**src/rtl/bb_pkg.sv**
```systemverilog
package bb_pkg;
  localparam int DATA_W = 32;

  typedef enum logic [1:0] {
    ST_IDLE,
    ST_RD,
    ST_WR,
    ST_RESP
  } bbState_t;

  typedef struct packed {
    logic capture;
    logic loadRd;
  } dpCtl_t;
endpackage

```
**src/rtl/bb_ctrl.sv**
```systemverilog
module bb_ctrl
  import bb_pkg::*;
(
  input  logic   clk,
  input  logic   rstN,
  input  logic   upReq,
  input  logic   upWrite,
  input  logic   dnReady,
  input  logic   dnErr,
  output logic   upReady,
  output logic   upErr,
  output logic   dnReq,
  output logic   dnWrite,
  output dpCtl_t ctl
);
  bbState_t state;
  logic     isWr;
  logic     errQ;

  always_ff @(posedge clk or negedge rstN) begin
    if (!rstN) begin
      state <= ST_IDLE;
      isWr  <= 1'b0;
      errQ  <= 1'b0;
    end else begin
      case (state)
        ST_IDLE: if (upReq) begin
          state <= ST_RD;
          isWr  <= upWrite;
          errQ  <= 1'b0;
        end
        ST_RD: if (dnReady) begin
          errQ  <= dnErr;
          state <= (dnErr || !isWr) ? ST_RESP : ST_WR;
        end
        ST_WR: if (dnReady) begin
          errQ  <= dnErr;
          state <= ST_RESP;
        end
        default: state <= ST_IDLE;
      endcase
    end
  end

  always_comb begin
    dnReq       = (state == ST_RD) || (state == ST_WR);
    dnWrite     = (state == ST_WR);
    upReady     = (state == ST_RESP);
    upErr       = (state == ST_RESP) && errQ;
    ctl.capture = (state == ST_IDLE) && upReq;
    ctl.loadRd  = (state == ST_RD) && dnReady;
  end

  AST_NO_WR_ON_RDERR: assert property (@(posedge clk) disable iff (!rstN)
    (dnReq && !dnWrite && dnReady && dnErr) |=> !dnReq);
  AST_WR_AFTER_GOOD_RD: assert property (@(posedge clk) disable iff (!rstN)
    (dnReq && dnWrite && !$past(dnReq && dnWrite)) |-> $past(dnReady && !dnErr && !dnWrite));
  AST_READY_PULSE: assert property (@(posedge clk) disable iff (!rstN)
    upReady |=> !upReady);
  AST_READY_AFTER_DN: assert property (@(posedge clk) disable iff (!rstN)
    upReady |-> $past(dnReady));
  AST_HOLD_REQ: assert property (@(posedge clk) disable iff (!rstN)
    (dnReq && !dnReady) |=> (dnReq && $stable(dnWrite)));
endmodule

```
**src/rtl/bb_datapath.sv**
```systemverilog
module bb_datapath
  import bb_pkg::*;
#(
  parameter int              ADDR_W    = 32,
  parameter int              WIN_W     = 25,
  parameter logic [ADDR_W-1:0] BASE_ADDR = 32'h2000_0000
) (
  input  logic              clk,
  input  logic              rstN,
  input  dpCtl_t            ctl,
  input  logic [WIN_W-1:0]  offIn,
  input  logic [1:0]        sizeIn,
  input  logic              writeIn,
  input  logic              bitIn,
  input  logic [DATA_W-1:0] dnRdata,
  input  logic              dnReq,
  input  logic              dnWrite,
  output logic [ADDR_W-1:0] dnAddr,
  output logic [1:0]        dnSize,
  output logic [DATA_W-1:0] dnWdata,
  output logic [DATA_W-1:0] upRdata
);
  localparam int IDX_W = $clog2(DATA_W);

  logic [WIN_W-1:0]  offQ;
  logic [1:0]        sizeQ;
  logic              wrQ;
  logic              bitQ;
  logic [DATA_W-1:0] rdBuf;
  logic [IDX_W-1:0]  bitIdx;
  logic [ADDR_W-1:0] alignMask;
  logic [DATA_W-1:0] laneMask;

  always_ff @(posedge clk or negedge rstN) begin
    if (!rstN) begin
      offQ  <= '0;
      sizeQ <= '0;
      wrQ   <= 1'b0;
      bitQ  <= 1'b0;
      rdBuf <= '0;
    end else begin
      if (ctl.capture) begin
        offQ  <= offIn;
        sizeQ <= sizeIn;
        wrQ   <= writeIn;
        bitQ  <= bitIn;
      end
      if (ctl.loadRd) rdBuf <= dnRdata;
    end
  end

  always_comb begin
    case (sizeQ)
      2'd0: begin
        bitIdx    = {2'b00, offQ[4:2]};
        alignMask = ADDR_W'(0);
        laneMask  = DATA_W'(32'h0000_00FF);
      end
      2'd1: begin
        bitIdx    = {1'b0, offQ[5:2]};
        alignMask = ADDR_W'(1);
        laneMask  = DATA_W'(32'h0000_FFFF);
      end
      default: begin
        bitIdx    = offQ[6:2];
        alignMask = ADDR_W'(3);
        laneMask  = '1;
      end
    endcase
    dnAddr  = (BASE_ADDR | ADDR_W'(offQ[WIN_W-1:5])) & ~alignMask;
    dnSize  = sizeQ;
    dnWdata = rdBuf;
    dnWdata[bitIdx] = bitQ;
    upRdata = '0;
    upRdata[0] = wrQ ? 1'b0 : rdBuf[bitIdx];
  end

  AST_ADDR_STABLE: assert property (@(posedge clk) disable iff (!rstN)
    (dnReq && $past(dnReq)) |-> $stable(dnAddr));
  AST_ONE_BIT_CHANGE: assert property (@(posedge clk) disable iff (!rstN)
    (dnReq && dnWrite) |-> ($countones((dnWdata ^ rdBuf) & laneMask) <= 1));
endmodule

```
**src/rtl/bitband_bridge.sv**
```systemverilog
module bitband_bridge
  import bb_pkg::*;
#(
  parameter int                ADDR_W    = 32,
  parameter int                WIN_W     = 25,
  parameter logic [ADDR_W-1:0] BASE_ADDR = 32'h2000_0000
) (
  input  logic              clk,
  input  logic              rstN,
  input  logic              upReq,
  input  logic              upWrite,
  input  logic [ADDR_W-1:0] upAddr,
  input  logic [1:0]        upSize,
  input  logic [31:0]       upWdata,
  output logic              upReady,
  output logic [31:0]       upRdata,
  output logic              upErr,
  output logic              dnReq,
  output logic              dnWrite,
  output logic [ADDR_W-1:0] dnAddr,
  output logic [1:0]        dnSize,
  output logic [31:0]       dnWdata,
  input  logic              dnReady,
  input  logic [31:0]       dnRdata,
  input  logic              dnErr
);
  dpCtl_t ctl;
  logic   unusedBits;

  assign unusedBits = ^{upWdata[31:1], upAddr[ADDR_W-1:WIN_W]};

  bb_ctrl u_ctrl (
    .clk     (clk),
    .rstN    (rstN),
    .upReq   (upReq),
    .upWrite (upWrite),
    .dnReady (dnReady),
    .dnErr   (dnErr),
    .upReady (upReady),
    .upErr   (upErr),
    .dnReq   (dnReq),
    .dnWrite (dnWrite),
    .ctl     (ctl)
  );

  bb_datapath #(
    .ADDR_W    (ADDR_W),
    .WIN_W     (WIN_W),
    .BASE_ADDR (BASE_ADDR)
  ) u_dp (
    .clk     (clk),
    .rstN    (rstN),
    .ctl     (ctl),
    .offIn   (upAddr[WIN_W-1:0]),
    .sizeIn  (upSize),
    .writeIn (upWrite),
    .bitIn   (upWdata[0]),
    .dnRdata (dnRdata),
    .dnReq   (dnReq),
    .dnWrite (dnWrite),
    .dnAddr  (dnAddr),
    .dnSize  (dnSize),
    .dnWdata (dnWdata),
    .upRdata (upRdata)
  );
endmodule

```
**config.mk**
```make
export PLATFORM = sky130hd
export DESIGN_NAME = bitband_bridge
export DESIGN_NICKNAME = d
export VERILOG_FILES = /design/src/rtl/bb_pkg.sv /design/src/rtl/bb_ctrl.sv /design/src/rtl/bb_datapath.sv /design/src/rtl/bitband_bridge.sv
export SDC_FILE = /design/constraint.sdc
export NUM_CORES = 1
export LEC_CHECK = 0
export BUFFER_PORTS_ARGS = -buffer_cell sky130_fd_sc_hd__buf_2
export CAP_MARGIN = 20
export CORE_ASPECT_RATIO = 1.25
export CORE_UTILIZATION = 45
export CTS_CLUSTER_DIAMETER = 60
export CTS_CLUSTER_SIZE = 24
export DETAILED_ROUTE_END_ITERATION = 16
export PLACE_DENSITY = 0.89
export SLEW_MARGIN = 10
export SYNTH_ARGS = -nofsm -noshare
export SYNTH_HDL_FRONTEND = slang
export SYNTH_SLANG_ARGS = --single-unit
```
**constraint.sdc**
```tcl
create_clock -name clk -period 1.79 [get_ports clk]
set_input_delay 0.179 -clock clk [delete_from_list [all_inputs] [get_ports clk]]
set_output_delay 0.179 -clock clk [all_outputs]
set_load 0.01 [all_outputs]
```
After elaboration in Yosys (flattened, before gate mapping)
Index checks and enable logic that the tools add are counted.
- word-level logic and storage cells: 50
- register bits: 65
- output and inout bits: 102
- mux-type cells: 16
- magnitude comparators: 2
- equality and inequality tests: 8
- bitwise logic cells: 2
- reduce and logical (&&, ||, !) cells: 14
- operator list (cell ; count):
    30-bit by 32-bit AND with 32-bit output ; 1
    32-bit bitwise mux ; 1
    2-bit inverter with 32-bit output ; 1
    5-bit case mux with 2 select lines ; 1
    5-bit by 6-bit less-than comparator with 1-bit output, second input constant ; 1
    1-bit 2-to-1 mux ; 6
    2-bit 2-to-1 mux ; 3
    2-bit case mux with 3 select lines ; 1
    3-bit AND reduction ; 2
    1-bit binary-select mux with 5-bit select ; 1
    1-bit demux with 5-bit select ; 1
    5-bit by 1-bit greater-or-equal comparator with 1-bit output, second input constant ; 1
    2-bit by 1-bit equality test with 1-bit output, second input constant ; 2
    2-bit equality test, second input constant ; 2
    1-bit logical AND ; 4
    2-bit zero test ; 2
    2-bit by 1-bit inequality test with 1-bit output, second input constant ; 2
    2-bit inequality test, second input constant ; 2
    2-bit case mux with 2 select lines ; 1
    1-bit logical OR ; 2
    1-bit case mux with 2 select lines ; 1
    2-bit AND reduction ; 1
    2-bit nonzero test ; 1
    2-bit OR reduction ; 1
    1-bit zero test ; 1

Depth between registers and ports, before layout
Gate-level depths: netlist of run 1.
- depth after elaboration: 7
- depth in mapped cells: 6

Modules after synthesis
A second synthesis of run 1 with hierarchy kept.
- cell total of the unflattened synthesis: 332
- area, all modules: 3898.7 um^2
- by module, submodules not included (module ; cells each ; sequential area each (um^2) ; area an instance (um^2) ; times used):
    bb_datapath ; 301 ; 1476.4 ; 3577.2 ; 1
    bb_ctrl ; 31 ; 100.1 ; 321.6 ; 1

Worst setup path after synthesis of run 1
OpenSTA, ideal clock, no wires.
- kind: reg-to-output
- start point: reg u_dp.sizeQ[1] (netlist: u_dp.dnSize[1])
- end point: out upRdata[0]
- path slack: 0.157 ns
- data arrival time: 1.454 ns
- stages on the path, launching flop included: 6
- path buffers: 1
- data required time: 1.611 ns
- cell sequence: dfrtp_1 buf_2 nand2_1 nand4b_2 o22a_1 a41oi_1
- longest elaborated chain between the ends: 5
- ends and longest elaborated chain (element ; RTL line ; text):
    start, declared ; bb_datapath.sv:26 ; logic [1:0] sizeQ;
    start signal, assigned ; bb_datapath.sv:44 ; sizeQ <= sizeIn;
    2-bit by 1-bit equality test with 1-bit output / 2-bit zero test (equally long branches) ; - ;
    5-bit case mux with 2 select lines (*) ; bb_datapath.sv:53 ; case (sizeQ)
    1-bit binary-select mux with 5-bit select (*) ; bb_datapath.sv:75 ; upRdata[0] = wrQ ? 1'b0 : rdBuf[bitIdx];
    1-bit 2-to-1 mux (implied by the code) (*) ; bb_datapath.sv:75 ;
    1-bit 2-to-1 mux (*) ; bb_datapath.sv:75 ;
    end, declared ; bitband_bridge.sv:16 ; output logic [31:0] upRdata,
Every way passes the cells marked *; elsewhere a longest branch is shown, timed or not. The select of a mux whose other input is x is not followed.

Final worst setup path of run 1
- start point: reg u_dp.offQ[2]
- end point: out upRdata[0]
- longest elaborated chain between the ends: 4
- ends and longest elaborated chain (element ; RTL line ; text):
    start, declared ; bb_datapath.sv:25 ; logic [WIN_W-1:0] offQ;
    start signal, assigned ; bb_datapath.sv:43 ; offQ <= offIn;
    5-bit case mux with 2 select lines ; bb_datapath.sv:53 ;
    1-bit binary-select mux with 5-bit select ; bb_datapath.sv:75 ;
    1-bit 2-to-1 mux (implied by the code) ; bb_datapath.sv:75 ;
    1-bit 2-to-1 mux ; bb_datapath.sv:75 ;
Every way passes these cells. The select of a mux whose other input is x is not followed.

==> results of run 1 <==
final timing paths:
path | startpoint | to | depth (start not counted) | slack, ns
min | dnRdata[1] | u_dp.rdBuf[1] | 2 | 0.06
max reg2reg | u_ctrl.state[1] | u_dp.rdBuf[5] | 5 | 0.23
min in group asynchronous | rstN | u_dp.offQ[23] | 2 | 0.22
max | u_dp.offQ[2] | upRdata[0] | 6 | -0.34
min reg2reg | u_dp.offQ[10] | u_dp.offQ[10] | 1 | 0.50
max in group asynchronous | rstN | u_dp.rdBuf[12] | 3 | 1.04
cells in the mapped netlist (2+ instances only):
master	instances
a21oi_1	2
a2bb2oi_1	2
and2_1	2
buf_2	11
buf_4	61
buf_6	2
clkbuf_1	4
conb_1	2
dfrtp_1	62
ha_1	5
inv_1	8
mux2_2	65
mux4_2	8
nand2_1	7
nand2b_1	4
nand3_1	3
nor2_1	2
nor2b_1	3
nor4_1	2
o21ai_0	30
o31ai_1	28
power breakdown:
part / internal (W) / switching, W / leakage (nW)
sequential: 0.00214 / 0.000738 / 0.731
combinational: 0.00302 / 0.00309 / 1.48
clock: 0.000648 / 0.000521 / 0.0958
total: 0.00581 / 0.00435 / 2.30
metrics by stage:
| stage | total power (W) | std cells | cell area, um^2 | TNS [ns] | hold slack [ns] |
|---|---|---|---|---|---|
| finish | 0.0102 | 552 | 5060 | -6.90 | 0.0622 |
| global route | 0.0108 | 552 | 5060 | -9.85 | 0.0492 |
| CTS | 0.00955 | 548 | 4840 | -7.37 | 0.0496 |
| detailed placement | 0.00740 | 526 | 4270 | -0.0388 | 0.0397 |
| global placement | 0.00716 | 526 | 4270 | 0 | 0.0305 |
| floorplan | 0.00594 | 369 | 3890 | 0 | -0.117 |
cell usage in the layout, fill, tap and decap left out, drive strengths merged, types with 2 or more instances in the layout:
cell / count
a21oi: 2
mux2: 65
o31ai: 28
conb: 43
nor2: 3
dfrtp: 62
a2bb2oi: 2
o21ai: 31
nand3: 3
nand2b: 4
or2: 2
nor2b: 3
buf: 148
nor4: 2
and2: 2
clkbuf: 16
mux4: 8
inv: 8
nand4b: 2
ha: 5
nand2: 7
cells by family after synthesis:
family / count (synthesis)
adders and majority gates: 5
AOI/OAI and AO/OA: 70
DFF: 62
other: 2
and+or+nand+nor: 29
buffers and inverters: 87
muxes: 73
layout make-up:
cell class | count | area share [%]
multi-input combinational | 221 | 43.7
sequential | 62 | 30.7
timing repair buffer | 150 | 18.9
clock buffer | 15 | 3.68
tap | 95 | 2.35
inverter | 9 | 0.667
what timing repair did:
| item | in CTS | in global routing |
|---|---|---|
| setup buffers | 5 | 3 |
| endpoints found under the hold margin | 61 | 0 |
| gates cloned | 1 | 1 |
| hold buffers | 1 | 0 |
| pin swaps | 9 | 7 |
| resized for setup | 93 | 34 |
| endpoints found under the setup margin | 33 | 34 |
layer usage:
metal / share of wire (%) / wire, um
met5: 0 / 0
met4: 2.3 / 214
met3: 7.6 / 717
met2: 53 / 5050
met1: 37 / 3480
worst reg2reg max path, stage by stage, from the launching register on:
cell and delay, ns:
dfrtp_1 0.40, inv_1 0.11, ha_1 0.23, nand2_1 0.12, buf_12 0.21, mux2_2 0.39
flip-flops by register name, summed over array words and instances (netlist names):
register,cells
u_ctrl.errQ,1
u_ctrl.isWr,1
u_ctrl.state,2
u_dp.bitQ,1
u_dp.dnSize,2
u_dp.offQ,23
u_dp.rdBuf,32
==> reports/metrics.cfg, run 1 <==
[run_status]
status = finished with violations
failed_checks = setup timing

[setup_path]
crit_path_cell_trace = buf_6, mux4_2, nor2b_2, a21oi_2, a41oi_2, buf_2
cp-end-kind = primary output
worstPathMaxFanout = 2
critical_path_buf_inv_count = 2
crit_path_max_incr_delay_ns = 0.49
crit_type = reg -> out
arrival_ns = 1.95
cpMaxStageDelayCell = mux4_2
worstSetupStartpointType = register
critPathTopFamily = multiplexers
required_ns = 1.61

[global_route]
met2_usage_pct = 40.5
antenna_found_initial = 0
grt.overflow.total = 0
met1_usage_pct = 23.6
first_global_vias = 3138
gr-usage-all-layers_pct = 22.2
use_met3_pct = 5.48
grt_max_degree = 36
grt_first_pass_wirelength_mm = 15.2
busiest_layer = met2

[placed_design]
numPortBuffers = 122
gp_congestion = 0.814
hpwl_mm = 6.63
place_ws_ns = -0.0388

[detailed_routing]
dr.pass1.iters = 4
num_vias = 2935
wl_per_cell_um = 17.1
ant_nets = 0
drc = 0
dr.first_iter.drc_count = 99
viasPerCell = 5.32
drt-total-wl_mm = 9.46

[die]
fp.dieW_um = 83.5
dieHeight_um = 104
fp-row-count = 36
pin_count = 206
dieArea_um2 = 8680
core_um2 = 7930
initial_core_util_pct = 47.1

[hold_path]
hold_class = in -> reg

[sta]
timing.final.hold_violations = 0
period_share_pct = 119
clock_skew_ns = 0.00870
setup_viol = 33
fmax_mhz = 469
setup_slack_ns = -0.341
period_needed_ns = 2.13
maxSlewViolCount = 0
rsz0062_at_grt = yes

[synth]
synth_compound_area_share_pct = 12.0
synth-simple-area-share_pct = 4.55
ys_top_cells_by_area = dfrtp_1 (42%), mux2_2 (20%), buf_4 (12%)
synth_largest_area_cell = dfrtp_1
syn_area_um2 = 3740
synth_adder_area_share_pct = 1.67
synthesis.instances = 328
synthMuxAreaShare_pct = 24.4
dominantRegCellSynth = dfrtp_1
synth_edf_count = 0
synth.distinct_cells = 36
ys_warn_count = 0
ys_seq_area_share_pct = 41.5
syn-mean-instance-area_um2 = 11.4
synthArstFlopShare_pct = 100
synth_top_family_by_area = multiplexers
synth_xor_area_share_pct = 0
ys_ff_latch = 62
yosysTopAreaCellShare_pct = 41.5

[clock_tree]
tritoncts = built
numClockSinks = 62
clkSlewWorstSetupHoldPaths_ns = 0.07
cts_max_level = 3
root_buffer = clkbuf_8
clk_latency_ns = 0.35
clk_path_buf_depth = 2
numCtsBuffers = 9

[finish]
seq_area_um2 = 1560
num_antenna_cells = 0
multi_input_area_um2 = 2210
final_util_pct = 63.9
fill_cells = 631
layout.nets = 562
drive_gt1_share_pct = 65.0
layout-area-overhead-vs-synth_pct = 35.5

[power]
leakagePower_nw = 2.30
peakVddDrop_mv = 0.994
power_density_nw_per_um2 = 2010

[run]
maxCapViolCount = 0

(Power assumes the default switching activity.)
==> run 2: changes to the inputs <==
- RECOVER_POWER: default -> 50
==> reports/metrics.cfg, run 2 (synthesized netlist as in run 1, its figures left out) <==
[run_status]
status = finished with violations
failed_checks = setup timing

[detailed_routing]
dr.pass1.iters = 4
num_vias = 2943
drt-total-wl_mm = 9.43
viasPerCell = 5.33
ant_nets = 0
dr.first_iter.drc_count = 112
drc = 0
wl_per_cell_um = 17.1

[finish]
layout.nets = 562
reg.largest.list = u_dp.rdBuf: 32 flops, u_dp.offQ: 23 flops
final_util_pct = 63.4
layout-area-overhead-vs-synth_pct = 34.5
drive_gt1_share_pct = 61.9
layout.cells.non_filler = 552
largest_register = u_dp.rdBuf
largest_register_ff_count = 32
layout_commonest_cell = buf_2
num_antenna_cells = 0
layout_common_cells = buf_2 (108), mux2_2 (64), dfrtp_1 (58)
fill_cells = 643

[setup_path]
required_ns = 1.61
worstSetupStartpointType = register
worstPathMaxFanout = 2
crit_type = reg -> out
cp-end-kind = primary output
arrival_ns = 1.95
reg2reg_depth = 5

[hold_path]
worstHoldPathCells = 2
hold_class = in -> reg

[sta]
period_needed_ns = 2.13
fmax_mhz = 470
slew_headroom_pct = 43.0
maxSlewViolCount = 0
setup_viol = 33
worst_pin_slew_ns = 0.855
rsz0062_at_grt = yes
tns_ns = -6.93
setup_slack_ns = -0.338
clock_skew_ns = 0.00928
period_share_pct = 119
timing.final.hold_violations = 0

[clock_tree]
numClockSinks = 62
numCtsBuffers = 9
clk_path_buf_depth = 2
tritoncts = built
cts_max_level = 3
clk_latency_ns = 0.34
clkSlewWorstSetupHoldPaths_ns = 0.07
root_buffer = clkbuf_8

[placed_design]
gp_congestion = 0.814
hpwl_mm = 6.63
place_ws_ns = -0.0388
numPortBuffers = 122
dp_cells = 526

[die]
initial_core_util_pct = 47.1
dieArea_um2 = 8680
pin_count = 206
dieHeight_um = 104
fp-row-count = 36
core_um2 = 7930
fp.dieW_um = 83.5

[global_route]
grt.overflow.total = 0
antenna_found_initial = 0
gr-usage-all-layers_pct = 22.2
grt_max_degree = 36
grt_first_pass_wirelength_mm = 15.2
first_global_vias = 3138

[power]
peakVddDrop_mv = 0.996
power_density_nw_per_um2 = 2010
leakagePower_nw = 2.26
p_total_w = 0.0101

[run]
maxCapViolCount = 0

run 2: cell count changes in the layout (fill, tap and decap cells not counted), sizes merged:
cell,delta
buf,-16
clkbuf,+16
run 2: power breakdown:
group          internal [W]  leakage, nW  switching (W)
Combinational       0.00297         1.43        0.00309
Clock              0.000649       0.0958       0.000520
Sequential          0.00214        0.731       0.000740
Total               0.00576         2.26        0.00435
run 2: layout make-up:
cell class | count | area, um^2 | area share, %
Multi-Input combinational cell | 221 | 2210 | 44.0
Sequential cell | 62 | 1560 | 31.0
Timing Repair Buffer | 150 | 922 | 18.3
Clock buffer | 15 | 186 | 3.71
Tap cell | 95 | 119 | 2.36
Inverter | 9 | 33.8 | 0.672
run 2: what timing repair did:
item	CTS	global route
hold endpoints to repair	61	0
gates cloned	1	1
setup buffers	5	3
pin swaps	9	7
hold buffers	1	0
resized for setup	93	34
endpoints found under the setup margin	33	34
run 2: routing by layer:
layer | routed length (um) | track usage [%] | part of all wire (%)
met4 | 222 | 11.3 | 2.4
met1 | 3490 | 23.6 | 37
met5 | 0 | 0 | 0
met3 | 675 | 5.48 | 7.2
met2 | 5040 | 40.5 | 53
run 2: metrics by stage:
stage	hold slack (ns)	cell area (um^2)
6_report	0.0631	5030
5_1_grt	0.0492	5030
4_1_cts	0.0496	4840
3_5_place_dp	0.0397	4270
3_3_place_gp	0.0305	4270
2_1_floorplan	-0.117	3890
run 2: path summary, 6_finish.rpt:
kind | startpoint | endpoint | slack, ns
max | u_dp.offQ[2] | upRdata[0] | -0.34
min | dnRdata[1] | u_dp.rdBuf[1] | 0.06
max reg2reg | u_ctrl.state[1] | u_dp.rdBuf[5] | 0.22
min reg2reg | u_dp.offQ[10] | u_dp.offQ[10] | 0.50
max in group asynchronous | rstN | u_dp.dnSize[1] | 0.31
min in group asynchronous | rstN | u_dp.offQ[23] | 0.27
run 2: worst max-delay path, cell delays in order (launching register included):
cell,delay (ns)
dfrtp_1,0.41
buf_6,0.13
mux4_2,0.49
nor2b_2,0.17
a21oi_2,0.13
a41oi_2,0.12
buf_2,0.16
